[config.mk]
export PLATFORM = sky130hd
export DESIGN_NAME = adc_read_ctrl
export DESIGN_NICKNAME = d
export VERILOG_FILES = /design/src/rtl/adc_read_pkg.sv /design/src/rtl/adc_sync2.sv /design/src/rtl/adc_half_tick.sv /design/src/rtl/adc_rx_shift.sv /design/src/rtl/adc_read_ctrl.sv
export SDC_FILE = /design/constraint.sdc
export NUM_CORES = 1
export LEC_CHECK = 0
export ABC_AREA = 1
export BUFFER_PORTS_ARGS = -buffer_cell sky130_fd_sc_hd__buf_2
export CAP_MARGIN = 20
export CORE_MARGIN = 2
export CORE_UTILIZATION = 63
export CTS_CLUSTER_SIZE = 30
export DETAILED_ROUTE_END_ITERATION = 6
export GPL_TIMING_DRIVEN = 0
export PLACE_DENSITY = 0.83
export SYNTH_ARGS = -nofsm -noshare
export SYNTH_HDL_FRONTEND = slang
export SYNTH_SLANG_ARGS = --single-unit
[constraint.sdc]
create_clock -name clk -period 3.2 [get_ports clk]
set_clock_uncertainty 0.1 [all_clocks]
set_input_delay 0.64 -clock clk [delete_from_list [all_inputs] [get_ports clk]]
set_output_delay 0.64 -clock clk [all_outputs]
set_load 0.03 [all_outputs]
[src/rtl/adc_read_pkg.sv]
package adc_read_pkg;

    typedef enum logic [1:0] {
        ST_IDLE  = 2'd0,
        ST_CONV  = 2'd1,
        ST_SHIFT = 2'd2,
        ST_REST  = 2'd3
    } rd_state_e;

endpackage

[src/rtl/adc_sync2.sv]
module adc_sync2 (
    input  logic clk,
    input  logic rst_n,
    input  logic d,
    output logic q,
    output logic rise
);

    typedef struct packed {
        logic meta;
        logic stable;
        logic prev;
    } sync_t;

    sync_t s_d, s_q;

    always_comb begin
        s_d        = s_q;
        s_d.meta   = d;
        s_d.stable = s_q.meta;
        s_d.prev   = s_q.stable;
    end

    always_ff @(posedge clk or negedge rst_n) begin
        if (!rst_n) s_q <= '0;
        else        s_q <= s_d;
    end

    assign q    = s_q.stable;
    assign rise = s_q.stable & ~s_q.prev;

endmodule

[src/rtl/adc_half_tick.sv]
module adc_half_tick #(
    parameter int HALF_DIV = 12
) (
    input  logic clk,
    input  logic rst_n,
    input  logic en,
    output logic tick
);

    localparam int CW = (HALF_DIV < 2) ? 1 : $clog2(HALF_DIV);
    localparam logic [CW-1:0] LAST = CW'(HALF_DIV - 1);

    logic [CW-1:0] cnt_d, cnt_q;

    always_comb begin
        if (!en)               cnt_d = '0;
        else if (cnt_q == LAST) cnt_d = '0;
        else                   cnt_d = cnt_q + 1'b1;
    end

    always_ff @(posedge clk or negedge rst_n) begin
        if (!rst_n) cnt_q <= '0;
        else        cnt_q <= cnt_d;
    end

    assign tick = en && (cnt_q == LAST);

endmodule

[src/rtl/adc_rx_shift.sv]
module adc_rx_shift #(
    parameter int DATA_W = 12
) (
    input  logic              clk,
    input  logic              rst_n,
    input  logic              sample,
    input  logic              bit_in,
    output logic [DATA_W-1:0] word
);

    logic [DATA_W-1:0] word_d, word_q;

    always_comb begin
        word_d = word_q;
        if (sample) word_d = {word_q[DATA_W-2:0], bit_in};
    end

    always_ff @(posedge clk or negedge rst_n) begin
        if (!rst_n) word_q <= '0;
        else        word_q <= word_d;
    end

    assign word = word_q;

endmodule

[src/rtl/adc_read_ctrl.sv]
module adc_read_ctrl #(
    parameter int DATA_W      = 12,
    parameter int HALF_DIV    = 12,
    parameter int CONV_CYCLES = 400,
    parameter int EOC_LIMIT   = 1000,
    parameter int CS_REST     = 25
) (
    input  logic              clk,
    input  logic              rst_n,
    input  logic              start,
    input  logic              eoc_mode,
    input  logic              adc_dout,
    output logic              adc_cs_n,
    output logic              adc_sclk,
    output logic              busy,
    output logic [DATA_W-1:0] result,
    output logic              result_valid,
    output logic              eoc_error
);

    import adc_read_pkg::*;

    localparam int FRAME    = DATA_W + 1;
    localparam int EDGE_W   = $clog2(FRAME + 1);
    localparam int WAIT_MAX = (CONV_CYCLES > EOC_LIMIT)
                              ? ((CONV_CYCLES > CS_REST) ? CONV_CYCLES : CS_REST)
                              : ((EOC_LIMIT > CS_REST) ? EOC_LIMIT : CS_REST);
    localparam int WAIT_W   = $clog2(WAIT_MAX + 1);

    localparam logic [EDGE_W-1:0] EDGES     = EDGE_W'(FRAME);
    localparam logic [WAIT_W-1:0] CONV_LAST = WAIT_W'(CONV_CYCLES - 1);
    localparam logic [WAIT_W-1:0] EOC_LAST  = WAIT_W'(EOC_LIMIT - 1);
    localparam logic [WAIT_W-1:0] REST_LAST = WAIT_W'(CS_REST - 1);

    typedef struct packed {
        rd_state_e         state;
        logic              cs_n;
        logic              sclk;
        logic              mode;
        logic              err;
        logic              valid;
        logic [EDGE_W-1:0] rises;
        logic [WAIT_W-1:0] wait_cnt;
        logic [DATA_W-1:0] res;
    } ctrl_t;

    ctrl_t r_d, r_q;

    logic              dout_s;
    logic              dout_rise;
    logic              tick;
    logic              sample;
    logic [DATA_W-1:0] rx_word;

    adc_sync2 u_sync (
        .clk   (clk),
        .rst_n (rst_n),
        .d     (adc_dout),
        .q     (dout_s),
        .rise  (dout_rise)
    );

    adc_half_tick #(
        .HALF_DIV (HALF_DIV)
    ) u_tick (
        .clk   (clk),
        .rst_n (rst_n),
        .en    (r_q.state == ST_SHIFT),
        .tick  (tick)
    );

    assign sample = (r_q.state == ST_SHIFT) && tick && !r_q.sclk;

    adc_rx_shift #(
        .DATA_W (DATA_W)
    ) u_shift (
        .clk    (clk),
        .rst_n  (rst_n),
        .sample (sample),
        .bit_in (dout_s),
        .word   (rx_word)
    );

    always_comb begin
        r_d       = r_q;
        r_d.valid = 1'b0;
        unique case (r_q.state)
            ST_IDLE: begin
                if (start) begin
                    r_d.state    = ST_CONV;
                    r_d.cs_n     = 1'b0;
                    r_d.mode     = eoc_mode;
                    r_d.err      = 1'b0;
                    r_d.rises    = '0;
                    r_d.wait_cnt = '0;
                end
            end
            ST_CONV: begin
                r_d.wait_cnt = r_q.wait_cnt + 1'b1;
                if (r_q.mode) begin
                    if (dout_rise) begin
                        r_d.state    = ST_SHIFT;
                        r_d.wait_cnt = '0;
                    end else if (r_q.wait_cnt == EOC_LAST) begin
                        r_d.state    = ST_REST;
                        r_d.cs_n     = 1'b1;
                        r_d.err      = 1'b1;
                        r_d.wait_cnt = '0;
                    end
                end else if (r_q.wait_cnt == CONV_LAST) begin
                    r_d.state    = ST_SHIFT;
                    r_d.wait_cnt = '0;
                end
            end
            ST_SHIFT: begin
                if (tick) begin
                    if (!r_q.sclk) begin
                        r_d.sclk  = 1'b1;
                        r_d.rises = r_q.rises + 1'b1;
                    end else begin
                        r_d.sclk = 1'b0;
                        if (r_q.rises == EDGES) begin
                            r_d.state    = ST_REST;
                            r_d.cs_n     = 1'b1;
                            r_d.res      = rx_word;
                            r_d.valid    = 1'b1;
                            r_d.wait_cnt = '0;
                        end
                    end
                end
            end
            ST_REST: begin
                r_d.wait_cnt = r_q.wait_cnt + 1'b1;
                if (r_q.wait_cnt == REST_LAST) begin
                    r_d.state    = ST_IDLE;
                    r_d.wait_cnt = '0;
                end
            end
            default: r_d.state = ST_IDLE;
        endcase
    end

    always_ff @(posedge clk or negedge rst_n) begin
        if (!rst_n) begin
            r_q       <= '0;
            r_q.state <= ST_IDLE;
            r_q.cs_n  <= 1'b1;
        end else begin
            r_q <= r_d;
        end
    end

    assign adc_cs_n     = r_q.cs_n;
    assign adc_sclk     = r_q.sclk;
    assign busy         = (r_q.state != ST_IDLE);
    assign result       = r_q.res;
    assign result_valid = r_q.valid;
    assign eoc_error    = r_q.err;

    // Rest-time observer for the select line, saturating at CS_REST.
    logic [WAIT_W-1:0] cs_hi_run;
    always_ff @(posedge clk or negedge rst_n) begin
        if (!rst_n)                      cs_hi_run <= WAIT_W'(CS_REST);
        else if (!adc_cs_n)              cs_hi_run <= '0;
        else if (cs_hi_run < WAIT_W'(CS_REST)) cs_hi_run <= cs_hi_run + 1'b1;
    end

    AST_SCLK_LOW_DESELECTED: assert property (@(posedge clk) disable iff (!rst_n)
        adc_cs_n |-> !adc_sclk);
    AST_SCLK_LOW_CONVERTING: assert property (@(posedge clk) disable iff (!rst_n)
        (r_q.state == ST_CONV) |-> !adc_sclk);
    AST_SELECT_IMPLIES_BUSY: assert property (@(posedge clk) disable iff (!rst_n)
        !adc_cs_n |-> busy);
    AST_VALID_SINGLE: assert property (@(posedge clk) disable iff (!rst_n)
        result_valid |=> !result_valid);
    AST_RESULT_HELD: assert property (@(posedge clk) disable iff (!rst_n)
        !result_valid |-> $stable(result));
    AST_EDGE_BOUND: assert property (@(posedge clk) disable iff (!rst_n)
        r_q.rises <= EDGES);
    AST_ERROR_NO_STROBE: assert property (@(posedge clk) disable iff (!rst_n)
        $rose(eoc_error) |-> !result_valid && adc_cs_n);
    AST_SELECT_REST: assert property (@(posedge clk) disable iff (!rst_n)
        $fell(adc_cs_n) |-> (cs_hi_run >= WAIT_W'(CS_REST)));

endmodule

Word level (Yosys, flattened, before mapping)
Cells that the tools add are included.
Widths: inputs -> output; s select.
- flip-flop bits (word level): 52
- output and inout port bits: 17
- muxes and demuxes: 36
- reductions and logical operators: 17
- $add $sub $neg: 3
- bitwise gates (word level): 2
- equality and inequality tests: 19
- operator list (operator ; number):
    $mux 10 ; 5
    $mux 22 ; 2
    $pmux 10 s4 ; 1
    $mux 27 ; 1
    $ne 2x2->1 const B ; 9
    $mux 4 ; 4
    $mux 14 ; 1
    $mux 3 ; 4
    $reduce_and 4->1 ; 3
    $add 10x1->10 const B ; 1
    $eq 10x10->1 const B ; 1
    $eq 10x5->1 const B ; 1
    $eq 10x9->1 const B ; 1
    $mux 1 ; 10
    $add 4x1->4 const B ; 2
    $eq 4x4->1 const B ; 2
    $mux 2 ; 4
    $pmux 2 s4 ; 1
    $pmux 4 s2 ; 1
    $reduce_and 8->1 ; 1
    $reduce_and 7->1 ; 1
    $reduce_bool 2->1 ; 3
    $reduce_and 5->1 ; 1
    $eq 2x2->1 const B ; 2
    12 further kinds ; 15

Depth between registers and ports, before layout
Gate-level depths: netlist (run 1).
- depth in word-level cells: 5
- gate-level depth with buffers: 10

By module
From an unflattened synthesis (run 1), not the netlist that was laid out.
- cell total of the unflattened synthesis: 337
- area, all modules: 2742.6 um^2
- by module, submodules not included (module ; area an instance (um^2) ; cells each ; times used):
    adc_read_ctrl ; 2013.2 ; 260 ; 1
    adc_rx_shift ; 457.9 ; 51 ; 1
    adc_half_tick ; 186.4 ; 21 ; 1
    adc_sync2 ; 85.1 ; 5 ; 1

Worst setup path after synthesis (run 1)
OpenSTA, ideal clock, no wires.
- kind: register to register
- start: register r_q[32] (netlist name)
- end: register r_q[17] (netlist name)
- buffers on the path: 1
- data arrival time: 1.599 ns
- setup slack: 1.380 ns
- cell stages (with the launch flop): 10
- cell sequence: dfrtp_1 -> inv_1 -> ha_1 -> inv_2 -> or2_4 -> nand2_4 -> nor2_4 -> buf_6 -> a21oi_1 -> a21oi_1
- word-level cells in the longest chain between the ends: 4
- elaborated cells between the ends (all ways): 11
- those cells by class: eq/ne: 7; mux: 1; reduce/logical: 3
- RTL lines (item ; RTL line ; source):
    from (decl) ; adc_read_ctrl.sv:47 ; ctrl_t r_d, r_q;
    from (signal assigned) ; adc_read_ctrl.sv:149 ; r_q <= r_d;
    $eq 2x2->1 ; adc_read_ctrl.sv:68, adc_read_ctrl.sv:87 ;
    $logic_and 1x1->1 ; adc_half_tick.sv:26 ; assign tick = en && (cnt_q == LAST);
    $ne 2x2->1 (no line) ; n/a ;
    $reduce_and 4->1 (no line) ; n/a ;
Parallel ways exist; a longest one is shown, timed or not.
A chain may end at the register's enable or synchronous reset.

Worst setup path after layout (run 1)
- start: register r_q[32] (netlist name)
- end: output busy
- word-level cells in the longest chain between the ends: 1
- RTL lines (item ; RTL line ; source):
    $reduce_bool 2->1 ; adc_read_ctrl.sv:155 ; assign busy = (r_q.state != ST_IDLE);
    to (decl) ; adc_read_ctrl.sv:15 ; output logic busy,
No other way between the ends.

==> results of run 1 <==
[worst reg2reg max path: stages, from the launching register on]
cell     delay, ns
dfrtp_1       0.45
inv_1         0.14
ha_1          0.37
inv_2         0.15
or2_4         0.29
nand2_4       0.08
nor2_4        0.05
buf_6         0.15
a21oi_1       0.14
a21oi_1       0.06
[registers in the layout, indices dropped and copies added (netlist names), 4 cells and up]
name and cells:
r_q 17, u_tick.cnt_q 4, u_shift.word 12, result 12
[layer usage]
layer,global-route usage,vias up,wire [µm]
met1,0.3273,982,2316
met5,0,-,0
met4,0.1075,0,85
li1,-,1027,-
met3,0.04934,7,242
met2,0.3954,53,2372
[cell usage after synthesis]
library cell  count  area, µm²
inv_1            42      157.7
or2_2             2      12.51
buf_4            12      90.09
or2_4             1      8.760
nand2_2           3      18.77
nor3_1            3      15.01
o21ai_1           6      30.03
ha_1             10      125.1
a31oi_1           2      12.51
o21ai_0          26      130.1
dfstp_2           1      26.28
o22ai_1           1      6.260
mux2i_1           1      10.01
nor2_2            1      6.260
nand2_1          75      281.5
xor2_1            1      8.760
nand3_1          14      70.07
nor4_1            1      6.260
o21ai_2           2      17.52
nor2_4            1      11.26
o211ai_1          1      7.510
nor2_1           27      101.4
inv_2             2      7.510
nand2_4           1      11.26
a21oi_1          14      70.07
dfrtp_1          51       1276
clkbuf_2          2      10.01
nand4_1           1      6.260
nand3_4           2      35.03
buf_6             1      11.26
xnor2_1           3      26.28
buf_2             2      10.01
[final cells by class]
class	instances	area, µm²
multi-input cells	199	1028
clock buffers	6	72.57
repair buffers	22	125.1
well taps	50	62.56
flip-flops and latches	52	1303
fillers	302	1106
inverters	44	165.2
clock inverters	2	16.27
plain buffers	17	121.4
[path summary, 6_finish.rpt]
kind / endpoint / from / cells past startpoint
hold / removal: r_q[13] / rst_n / 1
min in group clk: u_sync.q / u_sync.s_d[1] / 0
max in group asynchronous: adc_cs_n / rst_n / 2
setup reg to reg: r_q[17] / r_q[32] / 9
setup / recovery: busy / r_q[32] / 4
hold reg to reg: u_sync.q / u_sync.s_d[1] / 0
[power by group through the flow]
stage               registers, µW  logic (µW)  clock network (µW)
floorplan                     782         487                   0
global placement              771         637                   0
detailed placement            772         662                   0
CTS                           759         665                 379
global route                  769         752                 406
finish                        760         667                 372
[cell families after synthesis]
logic type	count (synthesis)	synth area share
AOI/OAI and AO/OA	52	0.1047
xor gates and xnor gates	4	0.01339
adders and majority gates	10	0.04780
buffers and inverters	61	0.1095
DFF	52	0.4976
muxes	1	0.003824
and+or+nand+nor	132	0.2232
[through the flow]
stage	instances	setup slack [ns]	cell area [µm²]	utilization	power [µW]
2_1_floorplan	312	1.380	2618	-	1269
3_3_place_gp	383	1.209	2785	0.6963	1408
3_5_place_dp	384	1.164	2805	0.7013	1434
4_1_cts	392	0.8599	2894	0.7235	1803
5_1_grt	392	0.7401	2894	0.7235	1926
6_report	392	0.8419	2894	0.7235	1799
==> impl_results.md, run 1 <==
- CP Launch Type: flip-flop
- GR Overflow Total: 0
- R2R setup slack: around 1.1 ns
- Worst path cell trace: inv_1, ha_1, inv_2, buf_2
- Syn_nets: 327
- CTS tree: built
- Layout area overhead: 10.56%
- Slew headroom: 0.6926
- Seq/Total Area, Yosys: 0.4976
- CP Data Required Time: 2.46 ns
- Die height: around 68 µm
- Postcts setup bufs: 0
- Seq pwr share: 0.422
- DP HPWL: between 3000 and 4000 µm
- Gate power share: 0.371
- Finish-stage setup viols: 0
- Kind of cell adding the most delay to the critical path: buffers and inverters
- Critical Path AT: about 1.6 ns
- Status: complete, no violations
- Most frequent cells in the layout: nand2_1, dfrtp_1, inv_1, nor2_1, o21ai_0
- WL/cell: 12.80 µm
- Slowest stage cell, crit path: dfrtp_1
- Netlist Area Pre-Place: around 2600 µm²
- ANT cells: 0
- Commonest non-fill, non-tap cell in the layout: nand2_1
- Switching portion of total power: 0.3974
- Initial core utilization: 0.6544
- Share of cells above drive strength 1: 0.1813
- Max-capacitance violation count: 0
- Port bufs: 21
- TNS Setup: 0 ns
- # DRC: 0
- GRT Total Usage: 0.2479
- # IOs: 22
- CTS buffer count: 5
- Hold-fix buffers at CTS: 0
- Slew Limit Fails: 0
- Final wirelength: between 5000 and 6000 µm
- Sw power: between 700 and 800 µW
- Worst Setup End Kind: primary output
- Vias: slightly above 2000
- Power share of the clock group: 0.207
- Tcrit/Tclk final: 0.7369
- Gate Count Post-Synth: between 300 and 400
- Hold Path Class: input port to asynchronous set/reset pin
- Chip width: 68.46 µm
- Buf/Inv on CP: 3
- WHS: about 0.16 ns
- Antenna violations before repair: 0
- Final antenna-violating net count: 0
- Final Hold Violating Endpoints: 0
- Max incr delay on CP: 0.45 ns
- Htree depth: 2
- Critical path type: flip-flop to primary output
- PwrDens: ~620 nW/µm²
- Minimum clock period: ~2.4 ns
- DRT iter0 DRCs: roughly 120
- Internal power: around 1100 µW
- Peak supply drop: a little over 0.4 mV
- RSZ-0062 raised after global routing: false
- Largest net degree at the start of global routing: 34
- Vias per Instance: between 5 and 6
- FP Rows: 23
- Post_cts resized: 0
- Post-synthesis cell type count: 32
- #FFs+latches synth: between 50 and 60
- Vias in the first global route: roughly 2000
- Clk slew on worst S/H paths: around 0.09 ns
- Total core area: ~4000 µm²
- Global-route wire length before repair: 8562 µm
- Crit-path max FO: 8
- Nets: roughly 360
- LEAKAGE: about 0.0015 µW
- Die Area: roughly 4700 µm²
- Final Wtd Congestion: between 0.9 and 1
- DR pass1 iterations: 5
- Later-pin clock latency in the skew report: a little over 0.3 ns
- Syn Area/Cell: between 8 and 9 µm²
- CTS Buffer Depth: 2
- Ys Warns: 0
- Max frequency: 424.1 MHz
- Num Clock Sinks: 52
- Root buffer cell: clkbuf_8
- Worst Tran Pin Value: between 0.4 and 0.5 ns
No activity file was read; power rests on OpenSTA's default activity.
==> run 2, diff against run 1 <==
--- a/config.mk
+++ b/config.mk
@@ -9,11 +9,11 @@
 export BUFFER_PORTS_ARGS = -buffer_cell sky130_fd_sc_hd__buf_2
 export CAP_MARGIN = 20
 export CORE_MARGIN = 2
-export CORE_UTILIZATION = 63
+export CORE_UTILIZATION = 53
 export CTS_CLUSTER_SIZE = 30
 export DETAILED_ROUTE_END_ITERATION = 6
 export GPL_TIMING_DRIVEN = 0
-export PLACE_DENSITY = 0.83
+export PLACE_DENSITY = 0.75
 export SYNTH_ARGS = -nofsm -noshare
 export SYNTH_HDL_FRONTEND = slang
 export SYNTH_SLANG_ARGS = --single-unit
==> constraint.sdc (replaced) <==
create_clock -name clk -period 1.95 [get_ports clk]
set_clock_uncertainty 0.1 [all_clocks]
set_input_delay 0.39 -clock clk [delete_from_list [all_inputs] [get_ports clk]]
set_output_delay 0.39 -clock clk [all_outputs]
set_load 0.03 [all_outputs]
==> impl_results.md, run 2 (synthesis results as in run 1) <==
- Die height: between 70 and 80 µm
- Critical Path AT: ~1.4 ns
- Worst Setup SP: r_q[32]
- Max frequency: between 500 and 600 MHz
- Minimum clock period: 1.866 ns
- Seq pwr share: 0.392
- Slew Limit Fails: 0
- Internal power: 1959 µW
- Num Clock Sinks: 52
- Vias per Instance: between 5 and 6
- CTS tree: built
- LEAKAGE: roughly 0.0015 µW
- Nets: about 360
- Final Hold Violating Endpoints: 0
- Antenna violations before repair: 0
- Commonest non-fill, non-tap cell in the layout: nand2_1
- Finish-stage setup viols: 0
- Layout area overhead: 13.81%
- FP Rows: 25
- Worst path cell trace: inv_1, ha_4, inv_4, buf_2
- Status: complete, no violations
- Post-placement cell count: 401
- Vias: about 2100
- Initial core utilization: 0.5505
- Most frequent cells in the layout: nand2_1, dfrtp_1, inv_1, nor2_1, o21ai_0
- Later-pin clock latency in the skew report: 0.31 ns
- HP Start: adc_dout
- Final Wtd Congestion: about 0.85
- CTS buffer count: 5
- Total power: around 3200 µW
- WHS: a little under 0.08 ns
- Non-filler instance count after layout: between 400 and 500
- Htree depth: 2
- Crit-path max FO: 8
- Total core area: between 4000 and 5000 µm²
- Biggest register: r_q
- Max-capacitance violation count: 0
- Power share of the clock group: 0.239
- ANT cells: 0
- Vias in the first global route: ~1800
- Fillers: approximately 410
- Slew headroom: 0.6680
- DP HPWL: 3616 µm
- DR pass1 iterations: 4
- TNS Setup: 0 ns
- DRT iter0 DRCs: roughly 170
- Hold Path Class: input port to flip-flop
- Register area: around 1300 µm²
- GR Overflow Total: 0
- Die Area: around 5500 µm²
- Tcrit/Tclk final: 0.9569
- Largest net degree at the start of global routing: 33
- CP Launch Type: flip-flop
- Peak supply drop: between 0.6 and 0.7 mV
- Sw power: around 1200 µW
- Share of cells above drive strength 1: 0.1948
- Critical path type: flip-flop to primary output
- # DRC: 0
- Chip width: between 70 and 80 µm
- Number of flip-flops in the largest register: 17
- CP Data Required Time: approximately 1.5 ns
- Final antenna-violating net count: 0
- Buf/Inv on CP: 3
- R2R setup slack: 0.12 ns
- Fin util: 0.6266
- Slowest stage cell, crit path: dfrtp_2
- Gate power share: 0.369
- Switching portion of total power: 0.3785
- WL/cell: 12.17 µm
- Clk slew on worst S/H paths: 0.09 ns
- PwrDens: 1058 nW/µm²
- Worst Setup End Kind: primary output
- # IOs: 22
- Global-route wire length before repair: 8176 µm
- Footprint of the multi-input gates: 1049 µm²
- Kind of cell adding the most delay to the critical path: flip-flops
- CTS Buffer Depth: 2
- Root buffer cell: clkbuf_8
- Max incr delay on CP: around 0.45 ns
- Port bufs: 21
- GRT Total Usage: 0.1967
- Final wirelength: between 5000 and 6000 µm
- Worst Tran Pin Value: between 0.4 and 0.5 ns
- R2r startpoint: r_q[32]
==> run 2: cell types whose count changed in the layout (fill, tap and decap cells not counted), sizes merged <==
cell	change
clkinv	-1
inv	+1
clkinvlp	-1
bufinv	+1
dlygate4sd3	+1
buf	+1
==> run 2: final cells by class <==
type | instances | share of cell area
flip-flops and latches | 52 | 0.4376
multi-input cells | 199 | 0.3520
inverters | 44 | 0.05628
repair buffers | 24 | 0.04788
plain buffers | 17 | 0.04074
well taps | 67 | 0.02814
clock buffers | 6 | 0.02436
clock inverters | 2 | 0.01302
==> run 2: path summary, 6_finish.rpt <==
path,end,depth (start not counted)
min,u_sync.s_d[1],1
min reg2reg,u_sync.q,0
min in group asynchronous,r_q[16],2
max,busy,4
max in group asynchronous,u_shift.word[7],3
max reg2reg,r_q[17],9
==> run 2: worst reg2reg max path: stages, from the launching register on <==
cell,delay (ns)
dfrtp_2,0.45
inv_1,0.15
ha_4,0.22
inv_4,0.07
or2_4,0.27
nand2_4,0.08
nor2_4,0.05
buf_6,0.15
a21oi_1,0.13
a21oi_1,0.06
==> run 2: per-stage QoR <==
step,cell area (µm²),setup WS [ns]
floorplan,2618,0.1303
global placement,2806,-0.07426
detailed placement,2826,-0.09865
CTS,2968,0.01209
global route,2979,-0.01246
finish,2979,0.08403
==> run 2: repair_timing <==
action                                  CTS  global route
hold endpoints to repair                 19             0
buffers inserted                          1             0
gates resized for setup                   2             5
endpoints found under the setup margin   14            24
hold buffers                              1             0
==> run 2: power by group through the flow <==
stage | Sequential (µW) | Combinational [µW] | Clock, µW
after global routing | 1250 | 1300 | 815
after floorplan | 1280 | 800 | 0
after detailed placement | 1270 | 1080 | 0
after global placement | 1260 | 1060 | 0
after CTS | 1230 | 1150 | 774
final | 1240 | 1160 | 754
==> run 2: layer usage <==
| layer | up-vias | global-route usage | part of all wire |
|---|---|---|---|
| met2 | 49 | 0.2986 | 0.45 |
| met5 | - | 0 | 0 |
| li1 | 1031 | - | - |
| met1 | 995 | 0.2827 | 0.48 |
| met4 | 0 | 0.05754 | 0.014 |
| met3 | 12 | 0.05014 | 0.049 |
